## src/rtl/vidgen_pkg.sv

```systemverilog
package vidgen_pkg;
  localparam int BMP_COLS = 256;
  localparam int BMP_ROWS = 192;
  localparam int PIPE_LAT = 9;

  typedef struct packed {
    logic bmpFetch;
    logic attrFetch;
    logic loadCell;
  } cell_strobe_t;

  typedef struct packed {
    logic bitmap;
    logic active;
    logic hsync;
    logic vsync;
    logic irq;
  } beam_flags_t;
endpackage

```

## src/rtl/vidgen_ctrl.sv

```systemverilog
module vidgen_ctrl
  import vidgen_pkg::*;
#(
  parameter int BORDER_H = 32,
  parameter int H_FRONT = 16,
  parameter int H_SYNC = 32,
  parameter int H_BACK = 16,
  parameter int BORDER_V = 24,
  parameter int V_FRONT = 8,
  parameter int V_SYNC = 4,
  parameter int V_BACK = 12,
  parameter int FLASH_BITS = 5
) (
  input  logic         clk,
  input  logic         rst,
  output cell_strobe_t strobe,
  output beam_flags_t  flags,
  output logic         flashPhase,
  output logic [13:0]  memAddr,
  output logic         memRd
);
  localparam int H_TOTAL = BMP_COLS + 2 * BORDER_H + H_FRONT + H_SYNC + H_BACK;
  localparam int V_TOTAL = BMP_ROWS + 2 * BORDER_V + V_FRONT + V_SYNC + V_BACK;
  localparam int HS_START = BMP_COLS + BORDER_H + H_FRONT;
  localparam int VS_START = BMP_ROWS + BORDER_V + V_FRONT;
  localparam int HW = $clog2(H_TOTAL);
  localparam int VW = $clog2(V_TOTAL);

  logic [HW-1:0] hCnt;
  logic [VW-1:0] vCnt;
  logic [FLASH_BITS-1:0] frameCnt;
  logic lineEnd, frameEnd, inBitmap, hIn, vIn;
  logic [4:0] colByte;
  logic [7:0] row;

  assign lineEnd  = (hCnt == HW'(H_TOTAL - 1));
  assign frameEnd = lineEnd && (vCnt == VW'(V_TOTAL - 1));

  always_ff @(posedge clk) begin
    if (rst) begin
      hCnt <= '0;
      vCnt <= '0;
      frameCnt <= '0;
    end else begin
      hCnt <= lineEnd ? '0 : hCnt + 1'b1;
      if (lineEnd) vCnt <= frameEnd ? '0 : vCnt + 1'b1;
      if (frameEnd) frameCnt <= frameCnt + 1'b1;
    end
  end

  assign flashPhase = frameCnt[FLASH_BITS-1];
  assign inBitmap = (hCnt < HW'(BMP_COLS)) && (vCnt < VW'(BMP_ROWS));
  assign colByte  = hCnt[7:3];
  assign row      = vCnt[7:0];

  always_comb begin
    strobe.bmpFetch  = !rst && inBitmap && (hCnt[2:0] == 3'd0);
    strobe.attrFetch = !rst && inBitmap && (hCnt[2:0] == 3'd2);
    strobe.loadCell  = inBitmap && (hCnt[2:0] == 3'd7);
  end

  assign memRd = strobe.bmpFetch || strobe.attrFetch;

  always_comb begin
    if (strobe.attrFetch) memAddr = 14'h1800 + 14'({row[7:3], colByte});
    else                  memAddr = {1'b0, row[7:6], row[2:0], row[5:3], colByte};
  end

  assign hIn = (hCnt < HW'(BMP_COLS + BORDER_H)) || (hCnt >= HW'(H_TOTAL - BORDER_H));
  assign vIn = (vCnt < VW'(BMP_ROWS + BORDER_V)) || (vCnt >= VW'(V_TOTAL - BORDER_V));

  always_comb begin
    flags.bitmap = inBitmap;
    flags.active = hIn && vIn;
    flags.hsync  = (hCnt >= HW'(HS_START)) && (hCnt < HW'(HS_START + H_SYNC));
    flags.vsync  = (vCnt >= VW'(VS_START)) && (vCnt < VW'(VS_START + V_SYNC));
    flags.irq    = (vCnt == VW'(VS_START)) && (hCnt == '0);
  end

  // a video read never occupies two consecutive cycles
  p_no_back_to_back_r3: assert property (@(posedge clk) disable iff (rst)
    memRd |=> !memRd);

  // a bitmap read is followed, after one free cycle, by an attribute read
  p_attr_follows_r2: assert property (@(posedge clk) disable iff (rst)
    strobe.bmpFetch |=> !memRd ##1 (memRd && memAddr[13:11] == 3'b011));
endmodule

```

## src/rtl/vidgen_datapath.sv

```systemverilog
module vidgen_datapath
  import vidgen_pkg::*;
(
  input  logic         clk,
  input  logic         rst,
  input  cell_strobe_t strobe,
  input  beam_flags_t  flags,
  input  logic         flashPhase,
  input  logic [7:0]   memData,
  input  logic [2:0]   borderColour,
  output logic         vidGreen,
  output logic         vidRed,
  output logic         vidBlue,
  output logic         vidBright,
  output logic         hSync,
  output logic         vSync,
  output logic         frameIrq
);
  localparam int LAT = PIPE_LAT;

  logic [7:0] bmpHold, attrHold, shiftReg;
  logic [2:0] cellInk, cellPaper, pixColour, nextColour;
  logic cellBright, swapNow, nextBright;
  beam_flags_t flagPipe [LAT];
  beam_flags_t tap;

  assign swapNow = attrHold[7] && flashPhase;

  always_ff @(posedge clk) begin
    if (rst) begin
      bmpHold <= '0;
      attrHold <= '0;
      shiftReg <= '0;
      cellInk <= '0;
      cellPaper <= '0;
      cellBright <= 1'b0;
    end else begin
      if (strobe.bmpFetch) bmpHold <= memData;
      if (strobe.attrFetch) attrHold <= memData;
      if (strobe.loadCell) begin
        shiftReg <= bmpHold;
        cellInk <= swapNow ? attrHold[5:3] : attrHold[2:0];
        cellPaper <= swapNow ? attrHold[2:0] : attrHold[5:3];
        cellBright <= attrHold[6];
      end else begin
        shiftReg <= {shiftReg[6:0], 1'b0};
      end
    end
  end

  generate
    for (genvar s = 0; s < LAT; s++) begin : g_stage
      always_ff @(posedge clk) begin
        if (rst) flagPipe[s] <= '0;
        else if (s == 0) flagPipe[s] <= flags;
        else flagPipe[s] <= flagPipe[(s == 0) ? 0 : s - 1];
      end
    end
  endgenerate

  assign tap = flagPipe[LAT-2];
  assign pixColour = shiftReg[7] ? cellInk : cellPaper;

  always_comb begin
    if (tap.bitmap) begin
      nextColour = pixColour;
      nextBright = cellBright && (pixColour != 3'b000);
    end else if (tap.active) begin
      nextColour = borderColour;
      nextBright = 1'b0;
    end else begin
      nextColour = 3'b000;
      nextBright = 1'b0;
    end
  end

  always_ff @(posedge clk) begin
    if (rst) begin
      {vidGreen, vidRed, vidBlue} <= 3'b000;
      vidBright <= 1'b0;
    end else begin
      {vidGreen, vidRed, vidBlue} <= nextColour;
      vidBright <= nextBright;
    end
  end

  assign hSync = flagPipe[LAT-1].hsync;
  assign vSync = flagPipe[LAT-1].vsync;
  assign frameIrq = flagPipe[LAT-1].irq;

  // sync only occurs inside blanking, where all colour is dark
  p_sync_dark_r8: assert property (@(posedge clk) disable iff (rst)
    (hSync || vSync) |-> ({vidGreen, vidRed, vidBlue} == 3'b000 && !vidBright));

  // intensity never accompanies black
  p_black_dim_r5: assert property (@(posedge clk) disable iff (rst)
    vidBright |-> ({vidGreen, vidRed, vidBlue} != 3'b000));

  // the interrupt marks the rising edge of vertical sync
  p_irq_edge_r11: assert property (@(posedge clk) disable iff (rst)
    frameIrq |-> (vSync && !$past(vSync)));

  // the interrupt is a single-cycle pulse
  p_irq_single_r11: assert property (@(posedge clk) disable iff (rst)
    frameIrq |=> !frameIrq);
endmodule

```

## src/rtl/vidgen.sv

```systemverilog
module vidgen
  import vidgen_pkg::*;
#(
  parameter int BORDER_H = 32,
  parameter int H_FRONT = 16,
  parameter int H_SYNC = 32,
  parameter int H_BACK = 16,
  parameter int BORDER_V = 24,
  parameter int V_FRONT = 8,
  parameter int V_SYNC = 4,
  parameter int V_BACK = 12,
  parameter int FLASH_BITS = 5
) (
  input  logic        clk,
  input  logic        rst,
  input  logic [7:0]  memData,
  input  logic [2:0]  borderColour,
  output logic [13:0] memAddr,
  output logic        memRd,
  output logic        vidGreen,
  output logic        vidRed,
  output logic        vidBlue,
  output logic        vidBright,
  output logic        hSync,
  output logic        vSync,
  output logic        frameIrq
);
  cell_strobe_t strobe;
  beam_flags_t flags;
  logic flashPhase;

  vidgen_ctrl #(
    .BORDER_H(BORDER_H), .H_FRONT(H_FRONT), .H_SYNC(H_SYNC), .H_BACK(H_BACK),
    .BORDER_V(BORDER_V), .V_FRONT(V_FRONT), .V_SYNC(V_SYNC), .V_BACK(V_BACK),
    .FLASH_BITS(FLASH_BITS)
  ) u_ctrl (
    .clk(clk), .rst(rst), .strobe(strobe), .flags(flags),
    .flashPhase(flashPhase), .memAddr(memAddr), .memRd(memRd)
  );

  vidgen_datapath u_dp (
    .clk(clk), .rst(rst), .strobe(strobe), .flags(flags),
    .flashPhase(flashPhase), .memData(memData), .borderColour(borderColour),
    .vidGreen(vidGreen), .vidRed(vidRed), .vidBlue(vidBlue),
    .vidBright(vidBright), .hSync(hSync), .vSync(vSync), .frameIrq(frameIrq)
  );
endmodule

```

## config.mk

```make
export PLATFORM = sky130hd
export DESIGN_NAME = vidgen
export DESIGN_NICKNAME = d
export VERILOG_FILES = /design/src/rtl/vidgen_pkg.sv /design/src/rtl/vidgen_ctrl.sv /design/src/rtl/vidgen_datapath.sv /design/src/rtl/vidgen.sv
export SDC_FILE = /design/constraint.sdc
export NUM_CORES = 1
export LEC_CHECK = 0
export ABC_AREA = 0
export BUFFER_PORTS_ARGS = -buffer_cell sky130_fd_sc_hd__buf_4
export CAP_MARGIN = 20
export CORE_MARGIN = 1
export CORE_UTILIZATION = 35
export DETAILED_ROUTE_END_ITERATION = 16
export GPL_TIMING_DRIVEN = 0
export PLACE_DENSITY_LB_ADDON = 0.05
export SLEW_MARGIN = 30
export SYNTH_ARGS = -nofsm -noshare
export SYNTH_HDL_FRONTEND = slang
export SYNTH_SLANG_ARGS = --single-unit
```

## constraint.sdc

```tcl
create_clock -name clk -period 2.5 [get_ports clk]
set_input_delay 0.5 -clock clk [delete_from_list [all_inputs] [get_ports clk]]
set_output_delay 0.5 -clock clk [all_outputs]
set_load 0.01 [all_outputs]
```

[Yosys cells after proc, flatten, opt, wreduce, memory -nomap -nowiden]
Memory sizes are Yosys's and may differ from the RTL's.
Index checks and enable logic that the tools add are counted.
Word-level totals
  input bits: 13
  bits in writable memories: 45
  bits in registers: 58
  memory bits (read-only): 0
  memories kept: 1
  output and inout port bits: 22
  latch bits: 0
  word-level logic and storage cells: 87
Cells by class
  bitwise operators: 11
  divide/modulo/power cells: 0
  shifts and indexed selects: 0
  $mul: 0
  magnitude comparators: 10
  mux-type cells: 20
  add/sub/neg operators: 4
  reduce and logical (&&, ||, !) cells: 22
  equality and inequality tests: 5
Memories
  u_dp.flagPipe: words 9, bits a word 5, read ports 9, clocked after Yosys merged registers in 0, write ports 9, RTL line vidgen_datapath.sv:24  | beam_flags_t flagPipe [LAT];
Operator list (count)
  two-way mux 5 bit: 9
  < comparator 9 x 8 -> 1 bit (second input constant): 3
  < comparator 9 bit (second input constant): 3
  adder 9 x 1 -> 9 bit (second input constant): 2
  == test 9 bit (second input constant): 2
  >= comparator 9 x 8 -> 1 bit (second input constant): 2
  >= comparator 9 bit (second input constant): 2
  two-way mux 3 bit: 5
  adder 13 x 10 -> 14 bit (first input constant): 1
  two-way mux 14 bit: 1
  logical AND 1 bit: 12
  == test 9 x 8 -> 1 bit (second input constant): 1
  zero test 9 bit: 1
  two-way mux 9 bit: 1
  OR 1 bit: 9
  two-way mux 8 bit: 1
  OR reduction 2 bit: 3
  adder 5 x 1 -> 5 bit (second input constant): 1
  == test 3 x 2 -> 1 bit (second input constant): 1
  == test 3 bit (second input constant): 1
  zero test 3 bit: 1
  logical OR 1 bit: 3
  two-way mux 1 bit: 3
  nonzero test 3 bit: 1
  2 further kinds: 3

[Depth between registers and ports, before layout]
  depth in word-level cells: 5
  depth in mapped cells: 7
  depth with buffers taken out: 6

[Modules after synthesis]
A second synthesis with hierarchy kept.
Unflattened totals
  cell total of the unflattened synthesis: 398
  area, all modules: 3873.7 um2
Modules (own cells, without submodules)
  vidgen_datapath: cells each 223, sequential area each 1561.5 um2, instances 1, area an instance 2478.6 um2
  vidgen_ctrl: cells each 175, sequential area each 460.4 um2, instances 1, area an instance 1395.1 um2

[Worst setup path after synthesis]
No wires, ideal clock.
  path type: input port to output port
  start: input rst
  end: output memAddr[10]
  path buffers: 2
  cell stages on the path: 5
  path slack: 0.379 ns
  data arrival time: 1.621 ns
  required time: 2.000 ns
  path through: clkbuf_1 a2111oi_2 nand3b_1 buf_2 and2_1
On the way
  cells in the longest elaborated chain, start to end: 4
RTL lines
  start: declaration: RTL line vidgen.sv:15  | input logic rst,
  zero test 1 bit: RTL line vidgen_ctrl.sv:58  | strobe.attrFetch = !rst && inBitmap && (hCnt[2:0] == 3'd2);
  logical AND 1 bit (2 in a row): RTL line vidgen_ctrl.sv:58
  two-way mux 14 bit: RTL line vidgen_ctrl.sv:65  | if (strobe.attrFetch) memAddr = 14'h1800 + 14'({row[7:3], colByte});
  end: declaration: RTL line vidgen.sv:18  | output logic [13:0] memAddr,
Every way passes these cells.

[Worst setup path after layout]
  start: register u_ctrl.hCnt[8]
  end: output memAddr[9]
On the way
  cells in the longest elaborated chain, start to end: 5
RTL lines
  start: declaration: RTL line vidgen_ctrl.sv:29  | logic [HW-1:0] hCnt;
  start signal: assignment: RTL line vidgen_ctrl.sv:45  | hCnt <= lineEnd ? '0 : hCnt + 1'b1;
  < comparator 9 bit: RTL line vidgen_ctrl.sv:52  | assign inBitmap = (hCnt < HW'(BMP_COLS)) && (vCnt < VW'(BMP_ROWS));
  logical AND 1 bit: RTL line vidgen_ctrl.sv:52
  logical AND 1 bit (2 in a row): RTL line vidgen_ctrl.sv:58
  two-way mux 14 bit: RTL line vidgen_ctrl.sv:65
Every way passes these cells.

==> impl_results.md <==
* Run status: completed
* Post-Syn Area per Cell at between 9 and 10 µm²
* DRT Wirelength at 7.66 mm
* Clk root buf: clkbuf_8
* Clk sinks at 101
* Detailed placement HPWL at 5.32 mm
* Vias per std cell at 4.58
* Max Fclk at 0.414 GHz
* Worst EP required at ~2.0 ns
* Critical R2R Capture: u_ctrl.frameCnt[4]
* Fin nets at 468
* Io pins at 35
* Diodes inserted at 0
* Post-route setup TNS at 0 ns
* Unrepaired setup endpoints after global routing: yes
* Initial Util at between 30% and 40%
* FF-to-FF Start: u_ctrl.hCnt[0]
* Die ar. at 11400 µm²
* FP Rows at 37
* Final Critical Period at 2.42 ns
* H-Tree Level Count at 3
* Worst Max-Slew Pin Slew at 0.551 ns
* Setup Skew at 0.0116 ns
* Drt drc at 0
* Placed Cells at roughly 570
* Leakage power at between 1.5 and 2 nW
* Layout cells sized above 1 at 17.0%
* CTS tree: built
* Final Cycle Share at 96.7%
* CP Data Arrival Time at about 1.9 ns
* Initial antenna violation count at 0
* Busiest grt layer: met2
* Chip Height at 107 µm
* Final Setup Violations at 0
* Design Area, Final at 4490 µm²
* R2r setup slk at about 0.40 ns
* Synth warn at 0
* Seq/Total Area, Yosys at 52.8%
* IO Port Bufs at 32
* Total power draw at 2.82 mW
* Crit path launch: u_ctrl.hCnt[8]
* Max-cap violation count at 0
* Cell variety after synth at 41
* Initial drt markers at 90
* Die Wd at 107 µm
* Met2 usage at about a quarter
* Pin count of the biggest net entering global routing at 21
* Power Dens Cells at roughly 630 nW/µm²
* Layout area overhead at 17.2%
* Global Route met3 Usage at 3.83%
* Rel. slew slack at roughly 63%
* CTS buffer count at 9
* Cells after synthesis at approximately 410
* DRT Pass-1 Iters at 4
* Vias in the first global route at 2617
* Placed Area at 4240 µm²
* Hold buffer count at CTS at 0
* Synth Cell Area at roughly 3800 µm²
* Peak supply drop at 0.242 mV
* Worst Path Max Fanout at 8
* GRT Resource Usage Total at between 10% and 20%
* Hold Fails Final Rpt at 0
* Mapped Nets at approximately 420
* Most frequent cells in the layout: dfxtp_1 (97), nand2_1 (49), buf_4 (46), nor2b_1 (46), nor2_1 (41)
* Min-delay worst type: input pin to flip-flop
* Worst-path clk slew at 0.11 ns
* #FFs+latches synth at about 100
* Critical Path End: memAddr[9]
* Drt wl/cell at 13.0 µm
* Congestion Overflow GR at 0
* Met1 usage at 17.9%
* Non-filler cells, final at 590
* Vias at 2701
* Routed Antenna Nets at 0
* Global-route wire length before repair at around 13 mm
* Setup crit end kind: output pin
* Placeable Area at 10500 µm²
* Clock buffer depth at 2
* Commonest non-fill, non-tap cell in the layout: dfxtp_1
* CP startpoint kind: flip-flop
* Slew Limit Fails at 0
* Clock Latency Late Sink at 0.36 ns
* Setup CP Type: flip-flop to output pin
* R2R depth at 5
* Worst hold margin at 0.327 ns
* RePlAce Congestion at slightly below 0.8
[cell usage after synthesis]
cell type	number	share of area (%)
or4_4	1	0.29
nor4_1	6	0.98
mux2i_1	14	3.7
and3_1	1	0.16
nand3b_1	12	2.4
a2111oi_2	1	0.39
and2_1	4	0.65
nor3_1	4	0.52
buf_6	1	0.29
buf_4	9	1.8
a21bo_2	1	0.26
nand4b_1	3	0.69
or2_2	2	0.33
mux2_2	2	0.59
a221oi_1	1	0.23
or4_1	1	0.20
nand2b_1	2	0.33
buf_1	3	0.29
dfxtp_1	101	53
and3b_1	1	0.23
o21ai_0	2	0.26
inv_1	7	0.69
nand3_1	12	1.6
conb_1	1	0.098
nor3b_1	3	0.59
ha_1	6	2.0
a21oi_1	15	2.0
nor2b_1	46	7.5
xor2_1	3	0.69
nor4_4	1	0.56
mux2_1	2	0.59
clkbuf_2	1	0.13
a31oi_1	1	0.16
nor4b_1	1	0.23
clkbuf_1	16	1.6
nor2_1	41	4.0
nand2_1	49	4.8
xnor2_1	12	2.7
buf_2	3	0.39
a311oi_1	6	1.4
nand4_1	7	1.1
[per-layer routing]
layer,vias up,routed length (µm)
li1,1420,-
met1,1240,3770
met2,36,3590
met3,5,223
met4,0,77
met5,-,0
[sequential cells by signal, summed over array words and instances, names as in the netlist, 3 cells and up]
signal           flops
u_dp.shiftReg        8
u_dp.bmpHold         8
u_dp.attrHold        8
u_ctrl.vCnt          9
u_ctrl.hCnt          9
u_ctrl.frameCnt      5
u_dp.cellPaper       3
u_dp.cellInk         3
u_dp.flagPipe       43
[worst min path at each step]
stage                   startpoint             endpoint  slack, ns  depth (start not counted)
2_1_floorplan  u_dp.flagPipe[0][0]  u_dp.flagPipe[1][0]       0.41                          1
3_3_place_gp   u_dp.flagPipe[5][2]  u_dp.flagPipe[6][2]       0.42                          1
3_5_place_dp   u_dp.flagPipe[1][1]  u_dp.flagPipe[2][1]       0.42                          1
4_1_cts                 memData[5]      u_dp.bmpHold[5]       0.30                          3
5_1_grt                 memData[1]      u_dp.bmpHold[1]       0.30                          3
6_report                memData[5]      u_dp.bmpHold[5]       0.33                          3
[through the flow]
stage          util, %  setup slack [ns]
2_1_floorplan        -             0.379
3_3_place_gp      40.5            -0.208
3_5_place_dp      40.5            -0.175
4_1_cts           42.8            0.0267
5_1_grt           42.9           -0.0379
6_report          42.9            0.0821
[critical path, cell delays in order, from the launching register on]
cell       delay (ns)
dfxtp_4          0.39
a2111oi_4        0.43
nand3b_1         0.16
buf_4            0.17
mux2_2           0.26
buf_4            0.14
[report_power, final]
part	switching (mW)	internal (mW)	leakage, nW	total (mW)
clock network	0.633	0.398	0.0994	1.03
registers	0.0182	1.64	0.821	1.65
logic	0.0785	0.0565	0.839	0.135
[kinds of logic after synthesis]
kind of cell,count (synthesis),share of synthesized area (%)
AO/OA/AOI/OAI,27,4.64
buffers and inverters,40,5.13
XOR/XNOR,15,3.43
flip-flops,101,52.8
adder cells (fa/ha/maj),6,1.96
multiplexers,18,4.83
AND/OR/NAND/NOR,197,27.1
other,1,0.0979
[final cells by class]
type	count	area, µm²
well taps	136	170
flip-flops and latches	101	2030
fillers	1075	5970
multi-input cells	264	1630
inverters	7	26.3
clock buffers	9	124
repair buffers	36	270
clock inverters	7	80.1
plain buffers	30	160
[timing repair]
item / 4_1_cts / 5_1_grt
endpoints found under the setup margin: 6 / 4
setup buffers: 3 / 1
gates resized for setup: 6 / 3
pin swaps: 2 / 2
Note: power is estimated with default switching activity, not from simulation.
